## config.mk

```make
export PLATFORM = sky130hd
export DESIGN_NAME = msi_doorbell_frame
export DESIGN_NICKNAME = d
export VERILOG_FILES = /design/src/rtl/msi_doorbell_frame.sv
export SDC_FILE = /design/constraint.sdc
export NUM_CORES = 1
export LEC_CHECK = 0
export ABC_AREA = 0
export BUFFER_PORTS_ARGS = -buffer_cell sky130_fd_sc_hd__buf_2
export CAP_MARGIN = 20
export CORE_MARGIN = 3
export CORE_UTILIZATION = 35
export CTS_CLUSTER_DIAMETER = 40
export DETAILED_ROUTE_END_ITERATION = 8
export GPL_TIMING_DRIVEN = 0
export MAX_ROUTING_LAYER = met4
export PLACE_DENSITY = 0.86
export SLEW_MARGIN = 40
export SYNTH_ARGS = -nofsm -noshare
export SYNTH_HDL_FRONTEND = slang
export SYNTH_SLANG_ARGS = --single-unit
```

## constraint.sdc

```tcl
create_clock -name clk -period 1.5 [get_ports clk]
set_clock_uncertainty 0.1 [all_clocks]
set_input_delay 0 -clock clk [delete_from_list [all_inputs] [get_ports clk]]
set_output_delay 0 -clock clk [all_outputs]
set_load 0.02 [all_outputs]
```

## src/rtl/msi_doorbell_frame.sv

```systemverilog
module msi_doorbell_frame #(
  parameter int unsigned ID_FIRST = 64,
  parameter int unsigned ID_TOTAL = 16
) (
  input  logic                clk,
  input  logic                rst_n,
  input  logic                wr_en,
  input  logic [11:0]         wr_addr,
  input  logic [31:0]         wr_data,
  input  logic                rd_en,
  input  logic [11:0]         rd_addr,
  output logic [31:0]         rd_data,
  output logic [ID_TOTAL-1:0] irq_pulse,
  output logic                err_sticky
);

  localparam logic [11:0] OFS_FIRST  = 12'h000;
  localparam logic [11:0] OFS_TOTAL  = 12'h004;
  localparam logic [11:0] OFS_STATUS = 12'h010;
  localparam logic [11:0] OFS_BELL   = 12'h040;
  localparam logic [32:0] WIN_LO     = 33'(ID_FIRST);
  localparam logic [32:0] WIN_HI     = 33'(ID_FIRST) + 33'(ID_TOTAL);

  logic                bell_hit;
  logic                in_win;
  logic [31:0]         slot;
  logic                status_rd;
  logic [ID_TOTAL-1:0] fire;
  logic [31:0]         rd_next;

  assign bell_hit  = wr_en && (wr_addr == OFS_BELL);
  assign in_win    = ({1'b0, wr_data} >= WIN_LO) && ({1'b0, wr_data} < WIN_HI);
  assign slot      = wr_data - 32'(ID_FIRST);
  assign status_rd = rd_en && (rd_addr == OFS_STATUS);

  for (genvar i = 0; i < ID_TOTAL; i++) begin : g_line
    assign fire[i] = bell_hit && in_win && (slot == 32'(i));
  end

  always_comb begin
    rd_next = '0;
    if (rd_en) begin
      case (rd_addr)
        OFS_FIRST:  rd_next = 32'(ID_FIRST);
        OFS_TOTAL:  rd_next = 32'(ID_TOTAL);
        OFS_STATUS: rd_next = {31'b0, err_sticky};
        default:    rd_next = '0;
      endcase
    end
  end

  always_ff @(posedge clk) begin
    if (!rst_n) begin
      irq_pulse  <= '0;
      err_sticky <= 1'b0;
      rd_data    <= '0;
    end else begin
      irq_pulse  <= fire;
      err_sticky <= (bell_hit && !in_win) || (err_sticky && !status_rd);
      rd_data    <= rd_next;
    end
  end

endmodule

```

[Word level (Yosys, flattened, before mapping)]
Index checks and enable logic that the tools add are counted.
Word-level totals
  output and inout port bits: 49
  word-level logic and storage cells: 53
  input bits: 60
  bits in registers: 49
Cells by class
  $lt $le $gt $ge: 2
  reductions and logical operators: 28
  $add $sub $neg: 1
  mux-type cells: 1
  equal/unequal tests: 18
Operators with widths (number)
  == test 32 x 4 -> 1 bit (second input constant): 8
  == test 32 x 3 -> 1 bit (second input constant): 4
  == test 32 x 2 -> 1 bit (second input constant): 2
  == test 32 x 1 -> 1 bit (second input constant): 1
  >= comparator 32 x 7 -> 1 bit (second input constant): 1
  logical NOT 32 bit: 1
  less-than comparator 32 x 7 -> 1 bit (second input constant): 1
  subtractor 32 x 7 -> 32 bit (second input constant): 1
  logical AND 1 bit: 22
  case mux 7 bit (3 select lines): 1
  == test 12 x 3 -> 1 bit (second input constant): 1
  == test 12 x 5 -> 1 bit (second input constant): 1
  == test 12 x 7 -> 1 bit (second input constant): 1
  logical NOT 12 bit: 1
  logical NOT 1 bit: 2
  AND reduction 2 bit: 1
  logical OR 1 bit: 1

[Depth between registers and ports, before layout]
  word-level depth: 5
  mapped depth: 5
  gate-level depth less buffers: 4

[Least setup slack after synthesis]
No wires, ideal clock.
  path kind: input port to flip-flop
  start point: in wr_addr[1]
  end point: reg irq_pulse[7]
  setup slack: 133 ps
  setup time: 73 ps
  arrival time: 1194 ps
  cell stages on the path: 5
  cells stage by stage: nor4_2 > nand4_1 > or4_1 > buf_6 > nor3_2
Between the ends
  cells in the longest elaborated chain, start to end: 4
Ends and longest elaborated chain
  start, declared: RTL line 8  | input logic [11:0] wr_addr,
  == test 12 x 7 -> 1 bit: RTL line 31  | assign bell_hit = wr_en && (wr_addr == OFS_BELL);
  logical AND 1 bit: RTL line 31
  logical AND 1 bit (2 in a row): RTL line 37  | assign fire[i] = bell_hit && in_win && (slot == 32'(i));
  end signal, assigned: RTL line 58  | irq_pulse <= fire;
  end, declared: RTL line 13  | output logic [ID_TOTAL-1:0] irq_pulse,
Every way passes these cells.
A chain may end at the register's enable or synchronous reset.

==> impl_metrics.tcl <==
set metrics [dict create \
    status "finished with violations" \
    violations "negative hold slack" \
    ys_warn_count 0 \
    cts_max_level 1 \
    endpoint_kind "register" \
    p_total_w 0.001090 \
    p_int_w 0.0008118 \
    globalplace.congestion 0.8212 \
    syn2layout_area_growth_pct 62.73 \
    initial_core_util_pct 37.89 \
    maxCapViolations 0 \
    post-route-min-period_ps 1401 \
    hold_end "rd_data[0]" \
    rsz0062_at_grt "false" \
    die_area_um2 3791 \
    synth_largest_area_cell "dfxtp_1" \
    drc_errors 0 \
    cts_setup_buffers 0 \
    die_width_um 61.58 \
    worstReg2RegStart "err_sticky" \
    ant_nets 0 \
    hold_ws_ps -21.74 \
    hpwl_um 2514 \
    design_area_um2 1759 \
    synth_cell_types 31 \
    n_antenna_cell 0 \
    switching_share_pct 25.50 \
    timing.final.crit_share_pct 93.38 \
    netlist.area_leader.share_pct 37.04 \
    final_util_pct 61.67 \
    drt-total-wl_um 2913 \
    wl_per_cell_um 11.03 \
    grt_pass1_vias 1081 \
    overflow 0 \
    worstPathRequired_ps 1630 \
    core-area_um2 2853 \
    slew_viol_final 0 \
    first_pass_iters 4 \
    grt_max_degree 12 \
    worstHoldPathCells 4 \
    ys_top_cells_by_count "29 x buf_4, 20 x dfxtp_1, 12 x nor4_1" \
    clkLatencyLatePin_ps 290 \
    synth_edf_count 0 \
    powerDensity_nw_per_um2 619.4 \
    crit_fanout 4 \
    p_switching_w 0.0002778 \
    fillerInstances 251 \
    seqPwrFrac_pct 48.7 \
    synth.most_common_cell "buf_4" \
    clock_path_buffers 2 \
    clkPwrFrac_pct 27.1 \
    cts_sinks 20 \
    hold_violations 1 \
    reg2reg_to "rd_data[0]" \
    avgSynthCellArea_um2 9.567 \
    setup_violations 0 \
    die_y_um 61.58 \
    final_net_count 294 \
    drive_gt1_share_pct 56.65 \
    r2r_slack_ps 660 \
    cts_buffers 3 \
    hold_class "primary input to register" \
    irDropWorstVdd_mv 0.2632 \
    cts_tree "done" \
    grt_pass1_wl_um 4284 \
    synthTopCellsByArea "dfxtp_1 37%, buf_4 20%, nor3_2 7.4%" \
    boundaryPins 109 \
    synth_top_flop_cell "dfxtp_1" \
    grtUsageTotal_pct 15.22 \
    avgViaCountPerCell 4.330 \
    fmax_ghz 0.7139 \
    worstPathArrival_ps 1530 \
    ctsHoldBuffers 9 \
    worstSetupPathType "primary input to register" \
    drtIter0Drc 21 \
    synth_area_um2 1081 \
    antenna_found_initial 0 \
    ys_seq_elements 20 \
    num_rows 19 \
    path_clk_slew_ps 100 \
    vias 1143 \
    placed_cell_area_um2 1620 \
    synthArstFlopShare_pct 0 \
    static-leakage-power_nw 0.9002 \
    numPortBuffers 79 \
    reg2reg_depth 1 \
    netlist_instances 113 \
    worstHoldStart "rd_addr[10]" \
    critPathLaunchType "primary input" \
    ys_seq_area_share_pct 37.04 \
    combPwrFrac_pct 24.2 \
    cts-root-buf "clkbuf_4" \
]
## cells by family after synthesis
logic type	count (synthesis)	share of synthesized area, %
compound gates	6	4.514
buf+inv	33	22.34
flops	20	37.04
other cells	1	0.3469
simple gates	53	35.76
## flip-flops by register name, indices dropped and copies added (netlist names)
| signal | flops |
|---|---|
| irq_pulse | 16 |
| rd_data | 3 |
| err_sticky | 1 |
## how the worst max path moves through the flow
stage                     start       endpoint  slack (ps)  cells after the start
floorplan            wr_addr[1]   irq_pulse[7]         130                      5
global placement    wr_data[18]   irq_pulse[7]         -80                      6
detailed placement  wr_data[16]  irq_pulse[15]         -90                      6
CTS                       rst_n  irq_pulse[11]          90                      5
global route              rst_n   irq_pulse[2]          10                      6
finish                    rst_n  irq_pulse[11]         100                      5
## per-layer routing
layer | wire length (um) | up-vias | track usage, %
met5 | 0 | - | -
met4 | 19 | 0 | 2.727
met3 | 295 | 2 | 2.725
met2 | 1534 | 71 | 28.70
met1 | 1063 | 478 | 16.56
li1 | - | 592 | -
## timing repair
action,4_1_cts,5_1_grt
setup endpoints to repair,0,2
gates resized for setup,0,2
endpoints found under the hold margin,20,1
## cell type report
class | instances | area, um^2 | area share, %
timing repair buffer | 88 | 485.5 | 27.60
sequential | 20 | 400.4 | 22.76
tap | 31 | 38.79 | 2.205
clock buffer | 4 | 36.28 | 2.063
multi-input combinational | 88 | 556.8 | 31.65
inverter | 1 | 3.754 | 0.2134
buffer | 32 | 237.7 | 13.51
## through the flow
| stage | setup TNS, ps | worst slack (ps) | instances |
|---|---|---|---|
| floorplan | 0 | 132.7 | 141 |
| finish | 0 | 99.32 | 264 |
| global placement | -830.6 | -75.69 | 251 |
| CTS | 0 | 86.18 | 264 |
| global route | 0 | 12.73 | 264 |
| detailed placement | -913.0 | -92.01 | 251 |
## cell usage in the layout (no fill, tap or decap)
master	count
buf_2	80
buf_4	29
conb_1	29
dfxtp_1	20
nor4_1	11
dlygate4sd3_1	9
nor3_2	8
nor3_1	5
nand2b_1	4
nor4_2	3
nand4_1	3
nand2_1	3
clkbuf_4	3
nor3b_1	2
nor2_1	2
nor4b_2	2
or2_2	2
o31a_1	2
o21ba_1	1
o2111ai_1	1
or3b_1	1
and4bb_2	1
o21ai_1	1
or4_1	1
buf_6	1
or3b_2	1
or3_1	1
and4_2	1
clkbuf_1	1
inv_1	1
nor4b_1	1
nand3_1	1
o21a_1	1
clkbuf_8	1
## power by group through the flow
stage	clock, W	combinational, W	sequential (W)
after floorplan	0	0.000152	0.000543
after detailed placement	0	0.000242	0.000543
after global placement	0	0.000238	0.000543
after global routing	0.000317	0.000288	0.000531
after CTS	0.000298	0.000257	0.000531
final	0.000296	0.000263	0.000531
## worst max-delay path, cell delays in order
cell and delay (ps):
dlygate4sd3_1 510, buf_2 120, o2111ai_1 170, or3b_1 510, nor3_2 210
Note: power is estimated with default switching activity, not from simulation.
